$ cat config.mk
export PLATFORM = sky130hd
export DESIGN_NAME = nco_phase_path
export DESIGN_NICKNAME = d
export VERILOG_FILES = /design/src/rtl/nco_pkg.sv /design/src/rtl/nco_phase_acc.sv /design/src/rtl/nco_dither_lfsr.sv /design/src/rtl/nco_quantizer.sv /design/src/rtl/nco_wave_delay.sv /design/src/rtl/nco_phase_path.sv
export SDC_FILE = /design/constraint.sdc
export NUM_CORES = 1
export LEC_CHECK = 0
export ABC_AREA = 0
export CORE_UTILIZATION = 50
export CTS_CLUSTER_SIZE = 16
export DETAILED_ROUTE_END_ITERATION = 8
export PLACE_DENSITY = 0.73
export SLEW_MARGIN = 20
export SYNTH_ARGS = -nofsm -noshare
export SYNTH_HDL_FRONTEND = slang
export SYNTH_SLANG_ARGS = --single-unit
export TNS_END_PERCENT = 1
$ cat constraint.sdc
create_clock -name clk -period 2.7 [get_ports clk]
set_input_delay 0.54 -clock clk [delete_from_list [all_inputs] [get_ports clk]]
set_output_delay 0.54 -clock clk [all_outputs]
set_load 0.05 [all_outputs]
$ cat src/rtl/nco_pkg.sv
package nco_pkg;
  localparam int LFSR_W = 32;
  // feedback mask: bits 31,6,4,2,1,0 of the current state
  localparam logic [LFSR_W-1:0] LFSR_MASK = 32'h8000_0057;

  function automatic logic [LFSR_W-1:0] lfsr_step(input logic [LFSR_W-1:0] s);
    return {s[LFSR_W-2:0], ^(s & LFSR_MASK)};
  endfunction
endpackage

$ cat src/rtl/nco_phase_acc.sv
module nco_phase_acc #(
  parameter int ACC_W = 32
) (
  input  logic             clk,
  input  logic             rst_n,
  input  logic             en,
  input  logic [ACC_W-1:0] inc_i,
  input  logic [ACC_W-1:0] shift_i,
  output logic [ACC_W-1:0] acc_o
);
  logic [ACC_W-1:0] inc_q, inc_d;
  logic [ACC_W-1:0] shift_q, shift_d;
  logic [ACC_W-1:0] acc_q, acc_d;

  always_comb begin
    inc_d   = inc_q;
    shift_d = shift_q;
    acc_d   = acc_q;
    if (en) begin
      inc_d   = inc_i;
      shift_d = shift_i;
      acc_d   = acc_q + inc_q + shift_q;
    end
  end

  always_ff @(posedge clk or negedge rst_n) begin
    if (!rst_n) begin
      inc_q   <= '0;
      shift_q <= '0;
      acc_q   <= '0;
    end else begin
      inc_q   <= inc_d;
      shift_q <= shift_d;
      acc_q   <= acc_d;
    end
  end

  assign acc_o = acc_q;

  // a disabled edge leaves the phase register untouched
  p_hold_r6: assert property (@(posedge clk) disable iff (!rst_n)
    !en |=> $stable(acc_q));
  // with zero increment and zero offset captured, phase does not move
  p_idle_r1: assert property (@(posedge clk) disable iff (!rst_n)
    (en && inc_q == '0 && shift_q == '0) |=> $stable(acc_q));
endmodule

$ cat src/rtl/nco_dither_lfsr.sv
module nco_dither_lfsr #(
  parameter logic [31:0] SEED   = 32'h1D2C_5A3B,
  parameter int          DITH_W = 16
) (
  input  logic              clk,
  input  logic              rst_n,
  output logic [DITH_W-1:0] dith_o
);
  import nco_pkg::*;

  logic [LFSR_W-1:0] state_q, state_d;

  always_comb state_d = lfsr_step(state_q);

  always_ff @(posedge clk or negedge rst_n) begin
    if (!rst_n) state_q <= SEED;
    else        state_q <= state_d;
  end

  assign dith_o = state_q[DITH_W-1:0];

  // a non-zero seed never reaches the all-zero lock-up state
  p_nonzero_r5: assert property (@(posedge clk) disable iff (!rst_n)
    state_q != '0);
  // the register shifts left by one on every clock
  p_shift_r5: assert property (@(posedge clk) disable iff (!rst_n)
    1'b1 |=> state_q[LFSR_W-1:1] == $past(state_q[LFSR_W-2:0]));
endmodule

$ cat src/rtl/nco_quantizer.sv
module nco_quantizer #(
  parameter int ACC_W     = 32,
  parameter int ADDR_W    = 16,
  parameter int DITH_W    = 16,
  parameter bit DITHER_EN = 1'b0
) (
  input  logic              clk,
  input  logic              rst_n,
  input  logic              en,
  input  logic [ACC_W-1:0]  acc_i,
  input  logic [DITH_W-1:0] dith_i,
  output logic [ADDR_W-1:0] addr_o
);
  logic [ACC_W-1:0]  sum;
  logic [ADDR_W-1:0] addr_q, addr_d;

  generate
    if (DITHER_EN) begin : g_dith
      assign sum = acc_i + {{(ACC_W-DITH_W){1'b0}}, dith_i};
    end else begin : g_plain
      logic unused_dith;
      assign unused_dith = ^dith_i;
      assign sum = acc_i;
      // without dither the address is the truncated phase
      p_trunc_r3: assert property (@(posedge clk) disable iff (!rst_n)
        en |=> addr_q == $past(acc_i[ACC_W-1 -: ADDR_W]));
    end
  endgenerate

  always_comb addr_d = en ? sum[ACC_W-1 -: ADDR_W] : addr_q;

  always_ff @(posedge clk or negedge rst_n) begin
    if (!rst_n) addr_q <= '0;
    else        addr_q <= addr_d;
  end

  assign addr_o = addr_q;

  // address frozen while disabled
  p_addr_hold_r6: assert property (@(posedge clk) disable iff (!rst_n)
    !en |=> $stable(addr_q));
endmodule

$ cat src/rtl/nco_wave_delay.sv
module nco_wave_delay #(
  parameter int ADDR_W = 16,
  parameter int DEPTH  = 2
) (
  input  logic                     clk,
  input  logic                     rst_n,
  input  logic                     en,
  input  logic [ADDR_W-1:0]        addr_i,
  output logic signed [ADDR_W-1:0] square_o,
  output logic signed [ADDR_W-1:0] saw_o
);
  localparam logic [ADDR_W-1:0] SQ_HI = {1'b0, {(ADDR_W-1){1'b1}}};
  localparam logic [ADDR_W-1:0] SQ_LO = {1'b1, {(ADDR_W-1){1'b0}}};

  logic [ADDR_W-1:0] sq_src  [DEPTH];
  logic [ADDR_W-1:0] saw_src [DEPTH];
  logic [ADDR_W-1:0] sq_q    [DEPTH];
  logic [ADDR_W-1:0] saw_q   [DEPTH];

  generate
    for (genvar g = 0; g < DEPTH; g++) begin : g_stage
      logic [ADDR_W-1:0] sq_d, saw_d;
      if (g == 0) begin : g_head
        assign sq_src[g]  = addr_i[ADDR_W-1] ? SQ_LO : SQ_HI;
        assign saw_src[g] = {~addr_i[ADDR_W-1], addr_i[ADDR_W-2:0]};
      end else begin : g_tail
        assign sq_src[g]  = sq_q[g-1];
        assign saw_src[g] = saw_q[g-1];
      end

      always_comb begin
        sq_d  = en ? sq_src[g]  : sq_q[g];
        saw_d = en ? saw_src[g] : saw_q[g];
      end

      always_ff @(posedge clk or negedge rst_n) begin
        if (!rst_n) begin
          sq_q[g]  <= SQ_HI;
          saw_q[g] <= SQ_LO;
        end else begin
          sq_q[g]  <= sq_d;
          saw_q[g] <= saw_d;
        end
      end
    end
  endgenerate

  assign square_o = sq_q[DEPTH-1];
  assign saw_o    = saw_q[DEPTH-1];

  // square level must agree with the sawtooth half it belongs to
  p_sq_saw_pair_r8: assert property (@(posedge clk) disable iff (!rst_n)
    square_o == (saw_o[ADDR_W-1] ? SQ_HI : SQ_LO));
  // square only takes its two extreme levels
  p_sq_levels_r8: assert property (@(posedge clk) disable iff (!rst_n)
    square_o == SQ_HI || square_o == SQ_LO);
  // outputs frozen while disabled
  p_out_hold_r6: assert property (@(posedge clk) disable iff (!rst_n)
    !en |=> $stable(square_o) && $stable(saw_o));
endmodule

$ cat src/rtl/nco_phase_path.sv
module nco_phase_path #(
  parameter int          ACC_W     = 32,
  parameter int          ADDR_W    = 16,
  parameter bit          DITHER_EN = 1'b0,
  parameter logic [31:0] SEED      = 32'h1D2C_5A3B,
  parameter int          TABLE_LAT = 2
) (
  input  logic                     clk,
  input  logic                     rst_n,
  input  logic                     en,
  input  logic [ACC_W-1:0]         phase_inc,
  input  logic [ACC_W-1:0]         phase_shift,
  output logic [ADDR_W-1:0]        phase_addr,
  output logic signed [ADDR_W-1:0] square_out,
  output logic signed [ADDR_W-1:0] saw_out
);
  localparam int DITH_W = ADDR_W;

  logic [ACC_W-1:0]  acc;
  logic [DITH_W-1:0] dith;

  nco_phase_acc #(.ACC_W(ACC_W)) u_acc (
    .clk(clk), .rst_n(rst_n), .en(en),
    .inc_i(phase_inc), .shift_i(phase_shift), .acc_o(acc)
  );

  generate
    if (DITHER_EN) begin : g_lfsr
      nco_dither_lfsr #(.SEED(SEED), .DITH_W(DITH_W)) u_lfsr (
        .clk(clk), .rst_n(rst_n), .dith_o(dith)
      );
    end else begin : g_nolfsr
      assign dith = '0;
    end
  endgenerate

  nco_quantizer #(
    .ACC_W(ACC_W), .ADDR_W(ADDR_W), .DITH_W(DITH_W), .DITHER_EN(DITHER_EN)
  ) u_quant (
    .clk(clk), .rst_n(rst_n), .en(en),
    .acc_i(acc), .dith_i(dith), .addr_o(phase_addr)
  );

  nco_wave_delay #(.ADDR_W(ADDR_W), .DEPTH(TABLE_LAT)) u_wave (
    .clk(clk), .rst_n(rst_n), .en(en),
    .addr_i(phase_addr), .square_o(square_out), .saw_o(saw_out)
  );
endmodule

# Word level (Yosys, flattened, before mapping)
# Index checks and enable logic that the tools add are counted.
[totals]
register_bits = 176
word_cells = 12
input_bits = 67
output_inout_bits = 48
[op_classes]
addsub = 2
n_mux = 1
bitwise = 1
[op_table]
columns = ["operator", "n"]
rows = [
  ["adder 32 bit", 2],
  ["two-way mux 16 bit", 1],
  ["inverter 1 bit", 1],
]

# Depth between registers and ports, before layout
[logic_depth]
depth_word = 2
mapped_depth = 12
depth_no_buf = 12

# Hierarchy
# From an unflattened synthesis, not the netlist that was laid out.
[unflattened]
cells_unflattened = 645
hier_area_um2 = 8256.7
[by_module_without_submodules]
columns = ["module", "n_inst", "cells_per_inst", "area_each_um2"]
rows = [
  ["nco_phase_acc", 1, 505, 5944.5],
  ["nco_wave_delay", 1, 105, 1659.1],
  ["nco_quantizer", 1, 34, 649.4],
  ["nco_phase_path", 1, 1, 3.8],
]

# Least setup slack after synthesis
# OpenSTA, ideal clock, no wires.
[synth_path]
path_kind = "reg-to-reg"
startpoint = "register u_acc.acc_q[1], in the netlist u_acc.acc_o[1]"
endpoint = "register u_acc.acc_q[21], in the netlist u_acc.acc_o[21]"
slack_ns = -0.213
stages_incl_launch_ff = 11
arrival_ns = 2.842
synth_period_minus_slack_ns = 2.913
path_buffers = 0
t_required_ns = 2.629
cell_sequence = "dfrtp_1 -> fa_1 -> ha_1 -> fa_1 -> a21o_1 -> a21oi_1 -> o21ai_0 -> a21o_1 -> and2_1 -> a2111o_1 -> nand4_1"
[synth_via]
elab_chain_cells = 2
[synth_lines]
columns = ["element", "line_no", "source"]
rows = [
  ["from (decl)", "nco_phase_acc.sv:13", "logic [ACC_W-1:0] acc_q, acc_d;"],
  ["from (signal assigned)", "nco_phase_acc.sv:30", "acc_q <= '0;"],
  ["from (signal assigned)", "nco_phase_acc.sv:34", "acc_q <= acc_d;"],
  ["adder 32 bit (2 in a row)", "nco_phase_acc.sv:22", "acc_d = acc_q + inc_q + shift_q;"],
]
# No other way between the ends.
# A chain may end at the register's enable or synchronous reset.

# Worst setup path in the final report
[layout_path]
startpoint = "register u_acc.shift_q[1]"
endpoint = "register u_acc.acc_q[31], in the netlist u_acc.acc_o[31]"
[layout_via]
elab_chain_cells = 1
[layout_lines]
columns = ["element", "line_no", "source"]
rows = [
  ["from (decl)", "nco_phase_acc.sv:12", "logic [ACC_W-1:0] shift_q, shift_d;"],
  ["from (signal assigned)", "nco_phase_acc.sv:33", "shift_q <= shift_d;"],
  ["adder 32 bit", "nco_phase_acc.sv:22", ""],
]
# No other way between the ends.

==> Implementation_results.wiki <==
{| class="wikitable"
! Metric !! Value
|-
| Met3 capacity usage during global routing || under 10%
|-
| Worst setup path end || u_acc.acc_o[31]
|-
| Number of nets still failing antenna checks after routing || 0
|-
| Critical-path top delay cell || sky130_fd_sc_hd__fa_1
|-
| Worst-path fanout max || 3
|-
| Post-route setup slack || -0.2742 ns
|-
| Share of final-layout standard cells stronger than drive strength 1 || 35.66%
|-
| Most common library cell in the layout ignoring fill and taps || sky130_fd_sc_hd__dfrtp_1
|-
| EDFF count, synth || 0
|-
| Global route hottest layer || met2
|-
| Number of antenna violations at the first check in global routing || 0
|-
| Pre-Repair DR Iteration Count || 4
|-
| Last weighted congestion value of the routability-driven placer || between 0.8 and 0.9
|-
| Number of rows created at floorplan || 46
|-
| Synthesized area per cell || 12.14 um2
|-
| Final number of setup-violating endpoints || 21
|-
| Area added between synthesis and finish || 31.09%
|-
| Portion of the clock cycle consumed by the worst path in the final layout || 110.2%
|-
| Worst R2R Start || u_acc.shift_q[1]
|-
| Highest-count cells in the layout ignoring fill and taps || sky130_fd_sc_hd__dfrtp_1, sky130_fd_sc_hd__mux2_2, sky130_fd_sc_hd__clkdlybuf4s50_1, sky130_fd_sc_hd__buf_4, sky130_fd_sc_hd__a21oi_1
|-
| Number of levels in the clock H-tree || 4
|-
| Final period demand of the worst path || approximately 3.0 ns
|-
| Maximum buffer depth of the clock tree || 2
|-
| Pins over their slew limit || 0
|-
| RSZ-0062 raised after global routing || yes
|-
| Number of library cell types mapped by synthesis || 54
|-
| Synth Register Bits || between 100 and 150
|-
| Pin count of the biggest net entering global routing || 92
|-
| Total of max-cap violations || 0
|-
| Category of the worst setup path launch point || flop
|-
| Cell area after synthesis || a little over 8000 um2
|-
| Asr flop ratio synth || 100.0%
|-
| First-pass GRT wire length || about 30000 um
|-
| Via count of the first global-routing pass || slightly below 6000
|-
| Later-pin clock latency in the skew report || 0.43 ns
|-
| Measured slew at the worst slew-check pin || ~0.55 ns
|-
| Overall fraction of global-route tracks in use || 22.62%
|-
| Destination of the worst register-to-register timing path || u_acc.acc_o[31]
|-
| Path type of the worst min-delay path || reg -> reg
|-
| Worst EP required || between 3 and 4 ns
|-
| Final Hold Violating Endpoints || 0
|-
| I/O pin count || ~120
|-
| Average wire length per cell after detail routing || 16.41 um
|-
| Ant. Diodes || 0
|-
| Max Clock Freq || about 0.34 GHz
|-
| Crit path arrival time || approximately 3.3 ns
|-
| Worst-case register-to-register setup slack || -0.27 ns
|-
| Minimum setup slack after placement || -0.3340 ns
|-
| Violations in the final reports || setup timing
|-
| Worst Skew || 0.009276 ns
|-
| Total core area || approximately 16000 um2
|-
| Number of buffers added by the clock tree synthesis step || 17
|-
| Synthesis Warnings || 0
|-
| Total number of vias || around 5600
|-
| CTS Root Cell || sky130_fd_sc_hd__clkbuf_16
|-
| Die Outline Area || ~17000 um2
|-
| Number of DRC violations after detailed-routing iteration 0 || approximately 240
|-
| Overall die height || ~130 um
|-
| Post-synthesis net count || about 800
|-
| Launch point of the worst path || u_acc.shift_q[1]
|-
| Maximum single-stage delay on the critical path || between 0.5 and 0.6 ns
|-
| GR Util met1 || between 20 and 30%
|-
| Total gr overflow || 0
|-
| Die extent in x || about 130 um
|-
| Run status || finished, violations left
|-
| Clock tree from TritonCTS || built
|-
| Vias/cell || between 5 and 6
|-
| Sort of element at the end of the critical path || flop
|-
| Post-placement cell count || a little over 1000
|-
| Final Instance Count excl. Fillers || ~1100
|-
| Setup_tns || -3.557 ns
|-
| Initial Util || 51.06%
|-
| Worst-path clk slew || 0.06 ns
|-
| Length in cells of the worst reg-to-reg path || 10
|-
| Cell chain of the critical path || fa_1, ha_2, fa_2, a21o_1, a31o_2, nand4_1, a311oi_2, o31a_1, o31ai_2, o41ai_1
|-
| Register area share after synthesis || a little under half
|-
| Max-slew headroom at the worst pin || ~63%
|-
| Number of nets in the finished design || 963
|-
| Met2 Usage GRT || between 30% and 40%
|-
| Post-DP HPWL || approximately 13000 um
|-
| Critical path class || reg -> reg
|-
| Remaining DRCs || 0
|-
| Count of input and output buffers || 114
|-
| Gate count after technology mapping || around 670
|-
| Sinks on Clock Net || around 150
|-
| Routed Wire Length || 17450 um
|-
| Main synth FF type || sky130_fd_sc_hd__dfrtp_1
|}
per-stage QoR:
step	utilization, %	hold WS [ns]	area (um2)
finish	66.93	0.4946	10630
global route	66.93	0.5089	10630
CTS	66.62	0.4969	10580
detailed placement	62.37	0.4519	9907
global placement	62.37	0.4465	9907
floorplan	-	0.2444	8140
cell type report:
class                   instances  area [um2]
inverters                      14       52.55
flip-flops and latches        146        3656
clock buffers                  18       439.2
fillers                      1166        5254
repair buffers                222        1982
multi-input cells             433        4069
clock inverters                14       162.7
well taps                     216       270.3
cells in the mapped netlist (4+ instances only):
master | number | area, um2
sky130_fd_sc_hd__a21o_1 | 15 | 112.6
sky130_fd_sc_hd__a21oi_1 | 42 | 210.2
sky130_fd_sc_hd__and3_1 | 5 | 31.28
sky130_fd_sc_hd__buf_1 | 6 | 22.52
sky130_fd_sc_hd__buf_4 | 47 | 352.8
sky130_fd_sc_hd__clkbuf_1 | 22 | 82.58
sky130_fd_sc_hd__dfrtp_1 | 144 | 3603
sky130_fd_sc_hd__fa_1 | 32 | 640.6
sky130_fd_sc_hd__ha_1 | 30 | 375.4
sky130_fd_sc_hd__inv_1 | 13 | 48.80
sky130_fd_sc_hd__mux2_2 | 130 | 1464
sky130_fd_sc_hd__nand2_1 | 27 | 101.4
sky130_fd_sc_hd__nand3_1 | 8 | 40.04
sky130_fd_sc_hd__nand4_1 | 14 | 87.58
sky130_fd_sc_hd__nor2_1 | 20 | 75.07
sky130_fd_sc_hd__nor3_1 | 5 | 25.02
sky130_fd_sc_hd__o21a_1 | 6 | 45.04
sky130_fd_sc_hd__o21ai_0 | 22 | 110.1
sky130_fd_sc_hd__o21bai_1 | 4 | 30.03
sky130_fd_sc_hd__o31ai_1 | 4 | 30.03
sky130_fd_sc_hd__xnor2_1 | 18 | 157.7
sky130_fd_sc_hd__xor2_1 | 5 | 43.79
metal layers:
layer | routed length (um) | share of wire [%]
met5 | 0 | 0
met4 | 294 | 1.7
met3 | 639 | 3.7
met2 | 8850 | 51
met1 | 7664 | 44
what timing repair did:
| action | in CTS | in global routing |
|---|---|---|
| buffers inserted | 2 | 0 |
| resized for setup | 15 | 10 |
| hold endpoints to repair | 14 | 0 |
| hold buffers | 1 | 0 |
| setup endpoints to repair | 23 | 25 |
| pin swaps | 23 | 6 |
kinds of logic (layout without fill, tap and decap cells):
| group | count (synthesis) | count (layout) | share of synthesized area, % |
|---|---|---|---|
| DFF | 146 | 146 | 45.08 |
| muxes | 131 | 131 | 18.17 |
| adders and majority gates | 62 | 62 | 12.53 |
| AOI/OAI and AO/OA | 121 | 121 | 9.581 |
| buffers and inverters | 89 | 268 | 6.294 |
| and+or+nand+nor | 96 | 96 | 5.862 |
| xor gates and xnor gates | 23 | 23 | 2.484 |
state kept, by name, indices dropped and copies added (netlist names):
signal / cells
u_wave.sq_q: 2
u_wave.saw_q: 15
u_wave.square_o: 2
u_acc.acc_o: 32
u_quant.addr_o: 16
u_wave.saw_o: 15
u_acc.inc_q: 32
u_acc.shift_q: 32
critical path, delay by kind of cell (launching register included):
family	cells	cell delay, ns
AOI/OAI and AO/OA	6	1.22
and+or+nand+nor	1	0.15
adders and majority gates	3	1.08
DFF	1	0.40
how the worst min path moves through the flow:
| stage | from | to | cells past startpoint |
|---|---|---|---|
| 4_1_cts | u_wave.sq_q[30] | u_wave.sq_q[30] | 2 |
| 3_5_place_dp | rst_n | u_wave.saw_o[8] | 1 |
| 3_3_place_gp | rst_n | u_wave.saw_o[8] | 1 |
| 2_1_floorplan | rst_n | u_acc.acc_o[0] | 0 |
| 5_1_grt | en | u_wave.saw_q[21] | 2 |
| 6_report | u_wave.sq_q[30] | u_wave.sq_q[30] | 2 |
Power is not shown: default switching activity piles up to over one toggle a cycle in this logic, so the estimate is an artifact.
